### config.mk
export PLATFORM = sky130hd
export DESIGN_NAME = rst_cause_reg
export DESIGN_NICKNAME = d
export VERILOG_FILES = /design/src/rtl/rst_cause_reg.sv
export SDC_FILE = /design/constraint.sdc
export NUM_CORES = 1
export LEC_CHECK = 0
export CAP_MARGIN = 20
export CORE_UTILIZATION = 26
export DETAILED_ROUTE_END_ITERATION = 10
export PLACE_DENSITY = 0.89
export SYNTH_ARGS = -nofsm -noshare
export SYNTH_HDL_FRONTEND = slang
export SYNTH_SLANG_ARGS = --single-unit
export TNS_END_PERCENT = 100
### constraint.sdc
create_clock -name clk -period 1.5 [get_ports clk]
set_input_delay 0.3 -clock clk [delete_from_list [all_inputs] [get_ports clk]]
set_output_delay 0.3 -clock clk [all_outputs]
set_load 0.005 [all_outputs]
### src/rtl/rst_cause_reg.sv
module rst_cause_reg #(
  parameter int NSRC     = 7,
  parameter int DW       = 32,
  parameter int CMD_BIT  = 23,
  parameter int FLAG_LSB = 25
) (
  input  logic            clk,
  input  logic            por_rst_n,
  input  logic            bus_rd,
  input  logic            bus_wr,
  input  logic [DW-1:0]   bus_wdata,
  input  logic            bus_secure,
  input  logic            bus_priv,
  output logic [DW-1:0]   bus_rdata,
  input  logic            cfg_cmd_secure,
  input  logic            cfg_priv_sec,
  input  logic            cfg_priv_nsec,
  input  logic [NSRC-1:0] src_pulse
);

  localparam int FLAG_MSB = FLAG_LSB + NSRC - 1;

  logic [NSRC-1:0] flags;
  logic            cmd_ok;
  logic            clr;
  logic [DW-1:0]   word;

  assign cmd_ok = cfg_cmd_secure ? (bus_secure && (!cfg_priv_sec || bus_priv))
                                 : (!cfg_priv_nsec || bus_priv);
  assign clr    = bus_wr && bus_wdata[CMD_BIT] && cmd_ok;

  always_ff @(posedge clk or negedge por_rst_n) begin
    if (!por_rst_n) flags <= '0;
    else            flags <= (clr ? '0 : flags) | src_pulse;
  end

  always_comb begin
    word = '0;
    word[FLAG_MSB:FLAG_LSB] = flags;
  end

  assign bus_rdata = bus_rd ? word : '0;

  p_set_r2: assert property (@(posedge clk) disable iff (!por_rst_n)
    1'b1 |=> ((flags & $past(src_pulse)) == $past(src_pulse)));

  p_clear_r3: assert property (@(posedge clk) disable iff (!por_rst_n)
    clr |=> (flags == $past(src_pulse)));

  p_sticky_r4: assert property (@(posedge clk) disable iff (!por_rst_n)
    !clr |=> ((flags & $past(flags)) == $past(flags)));

  p_reject_r5: assert property (@(posedge clk) disable iff (!por_rst_n)
    (bus_wr && bus_wdata[CMD_BIT] && cfg_cmd_secure && !bus_secure)
      |=> (flags == ($past(flags) | $past(src_pulse))));

  p_priv_r6: assert property (@(posedge clk) disable iff (!por_rst_n)
    (bus_wr && bus_wdata[CMD_BIT] && !bus_priv &&
     (cfg_cmd_secure ? cfg_priv_sec : cfg_priv_nsec))
      |=> (flags == ($past(flags) | $past(src_pulse))));

endmodule

Word level (Yosys, flattened, before mapping) --
Index checks and enable logic that the tools add are counted.
Word-level totals: bits in registers 7, latch bits 0, bits in writable memories 0, memory bits (read-only) 0, output and inout port bits 32, memories 0
Operators by class: add/subtract/negate cells 0, multipliers 0, div/mod/pow operators 0, magnitude comparators 0, equality and inequality tests 0, shifts and indexed selects 0, multiplexer cells 3, bitwise logic cells 1, reduce and logical (&&, ||, !) cells 7
Operator list (number):
- $mux 32 | 1
- $mux 7 | 1
- $or 7x7->7 | 1
- $logic_and 1x1->1 | 3
- $logic_not 1->1 | 2
- $logic_or 1x1->1 | 2
- $mux 1 | 1

Longest topological paths before layout --
depth after elaboration 7, depth in mapped cells 3, gate-level depth less buffers 3

Worst setup path after synthesis --
Ideal clock, no wire load.
path kind reg-to-reg, start point reg flags[0], end point reg flags[0], arrival time 0.832 ns, required time 1.374 ns, setup slack 0.542 ns, stages on the path, launching flop included 3, path buffers 0, period minus slack after synthesis 0.958 ns, cells stage by stage dfrtp_1 and2_2 a221o_1
Between the ends: cells in the longest elaborated chain, start to end 2
RTL lines:
- start, declared | RTL line 23 | logic [NSRC-1:0] flags;
- start signal, assigned | RTL line 34 | else flags <= (clr ? '0 : flags) | src_pulse;
- $mux 7 | RTL line 34
- $or 7x7->7 | RTL line 34
Every way passes these cells.

Worst setup path in the final report --
start point in cfg_cmd_secure, end point reg flags[2]
Between the ends: cells in the longest elaborated chain, start to end 4
RTL lines:
- start, declared | RTL line 15 | input logic cfg_cmd_secure,
- $mux 1 | RTL line 28 | assign cmd_ok = cfg_cmd_secure ? (bus_secure && (!cfg_priv_sec || bus_priv))
- $logic_and 1x1->1 | RTL line 30 | assign clr = bus_wr && bus_wdata[CMD_BIT] && cmd_ok;
- $mux 7 | RTL line 34
- $or 7x7->7 | RTL line 34
Every way passes these cells.

==> results.md <==
* Status: completed
* Sw frac at 0.254
* Seq. cell area at 175 um2
* Initial DRC count at 10
* Mapped Cells at 58
* DR vias/cell at between 3 and 4
* Internal Power at slightly below 0.4 mW
* Asr flop ratio synth at 1.00
* Num rows at 16
* Dominant cells by area after synthesis: buf_4, dfrtp_1, a221o_1
* Top-area cell type share of the netlist area at 0.328
* DP Worst Slack at -0.286 ns
* Setup ws final at 0.162 ns
* CTS tree: yes
* CTS sink cnt at 7
* Avg Synthesized Cell Area at 9.86 um2
* Most instantiated cells after synthesis: buf_4, a221o_1, and2_1, and2_2, dfrtp_1
* Initial Utilization at 0.283
* Detailed-route via count at ~450
* Hold_buf cts at 0
* Drt drc at 0
* Pin count of the biggest net entering global routing at 9
* PwrDens at 648 nW/um2
* Seq cells post-synth at 7
* Tot GR Track Use at 0.0874
* H-tree depth at 1
* Minimum clock period at 1.34 ns
* Ys Warns at 0
* Clock Pin Slew Worst Setup and Hold Paths at 0.05 ns
* Layout cells sized above 1 at 0.198
* Period utilisation layout at 0.892
* VDD IR-drop max at 0.366 mV
* Hold Slack at 0.292 ns
* IO Count at 80
* Total CTS buffers at 3
* Multi-input logic area at 292 um2
* Post-synthesis sequential area ratio at 0.306
* PortBufs at 23
* DR pass1 iterations at 4
* Final setup fails at 0
* FMAX at 748 MHz
* Worst path arrival time at about 1.5 ns
* Net Sw Power at 0.133 mW
* Mapped Area at around 570 um2
* Startpoint Class: primary input
* CP max FO at 8
* Top reg by flops: flags
* RePlAce Congestion at 0.636
* Netlist cell types at 9
* Global-route wire length before repair at about 1500 um
* DIE HEIGHT at 48.9 um
* DP Wirelength at roughly 950 um
* Max FFs per register at 7
* Final slew viol count at 0
* Overflow after GRT at 0
* Combinational power share at 0.285
* Final ANT Viol Nets at 0
* Initial antenna violation count at 0
* Largest area contributor in the netlist: buf_4
* Die ar. at 2390 um2
* Clock Skews at 0 ns
* Vias in the first global route at 377
* Fillers at 215
* Regs by FF count: flags x7
* Seq pwr share at 0.392
* Final wirelength at 1100 um
* Leakage power at 0.361 nW
* N_diodes at 0
* Layout Nets at 140
* Die width at 48.9 um
* Element type at the critical path end: flip-flop
* Core Area at 2020 um2
* Clk root buf: clkbuf_4
* R2R Setup Slk at 0.36 ns
* Max-cap viol count at 0
* Top FF cell, synth: dfrtp_1
* Deepest clock path buffer count at 2
* Post-synth EDFFs at 0
* Worst Hold Class: primary input to asynchronous set/reset pin
* Req. time, crit path at between 1.5 and 2 ns
* Clock power frac at 0.323
* Most numerous cell in the Yosys netlist: buf_4
* RSZ-0062 raised after global routing: false
* Final hold vios at 0
* Category of the critical setup timing path: primary input to flip-flop
* Synth-to-layout area growth at 41.4%
* Clock latency on the worst-skew pair at about 0.25 ns
* WL per Instance at 9.30 um
[power groups by stage]
stage	Sequential, mW	Clock [mW]	Combinational (mW)
4_1_cts	0.206	0.172	0.150
6_report	0.205	0.169	0.149
3_3_place_gp	0.211	0	0.136
5_1_grt	0.207	0.181	0.163
3_5_place_dp	0.213	0	0.141
2_1_floorplan	0.208	0	0.105
[critical path, stage by stage]
cell and delay [ns]:
clkdlybuf4s50_1 0.61, o311ai_4 0.17, a221o_1 0.38
[logic make-up after synthesis]
group                  Yosys count  share of synthesized area
AOI/OAI and AO/OA                9                      0.177
and+or+nand+nor                 14                      0.168
DFF                              7                      0.306
other                            1                    0.00656
buffers and inverters           27                      0.341
[area by class of cell]
type,count,area share
Inverter,2,0.00929
Sequential cell,7,0.217
Multi-Input combinational cell,48,0.361
Tap cell,27,0.0418
Clock buffer,4,0.0325
Timing Repair Buffer,30,0.339
[cell usage in the layout (no fill, tap or decap)]
| cell type | instances |
|---|---|
| a221o_1 | 7 |
| and2_1 | 7 |
| and2_2 | 7 |
| buf_4 | 7 |
| clkbuf_1 | 1 |
| clkbuf_4 | 3 |
| clkdlybuf4s15_1 | 1 |
| clkdlybuf4s50_1 | 15 |
| conb_1 | 25 |
| dfrtp_1 | 7 |
| dlygate4sd2_1 | 7 |
| inv_1 | 2 |
| o21ai_1 | 1 |
| o311ai_4 | 1 |
[timing repair]
action / 4_1_cts / 5_1_grt
endpoints found under the hold margin: 0 / 0
setup endpoints to repair: 7 / 0
gates resized for setup: 9 / 0
buffers inserted: 7 / 0
[final timing paths]
check                          startpoint       end  cells after the start
setup / recovery           cfg_cmd_secure  flags[2]                      3
hold / removal                  por_rst_n  flags[0]                      1
setup reg to reg                 flags[2]  flags[2]                      3
hold reg to reg                  flags[1]  flags[1]                      2
max in group asynchronous       por_rst_n  flags[6]                      1
min in group clk                 flags[1]  flags[1]                      2
[through the flow]
step                      total power, mW  std cells  setup TNS (ns)  cell area, um2  utilization
after floorplan                     0.313         82               0             662            -
after global placement              0.347        107           -2.06             738        0.365
after detailed placement            0.354        107           -2.55             738        0.365
after CTS                           0.527        118               0             808        0.400
after global routing                0.550        118               0             808        0.400
final                               0.524        118               0             808        0.400
[per-layer routing]
metal  vias to the layer above  track usage  part of all wire
met5                         -            0                 0
met1                       194       0.0899              0.38
met4                         0       0.0735             0.025
li1                        214            -                 -
met3                         3       0.0249             0.097
met2                        37        0.146              0.49
(Power assumes the default switching activity.)
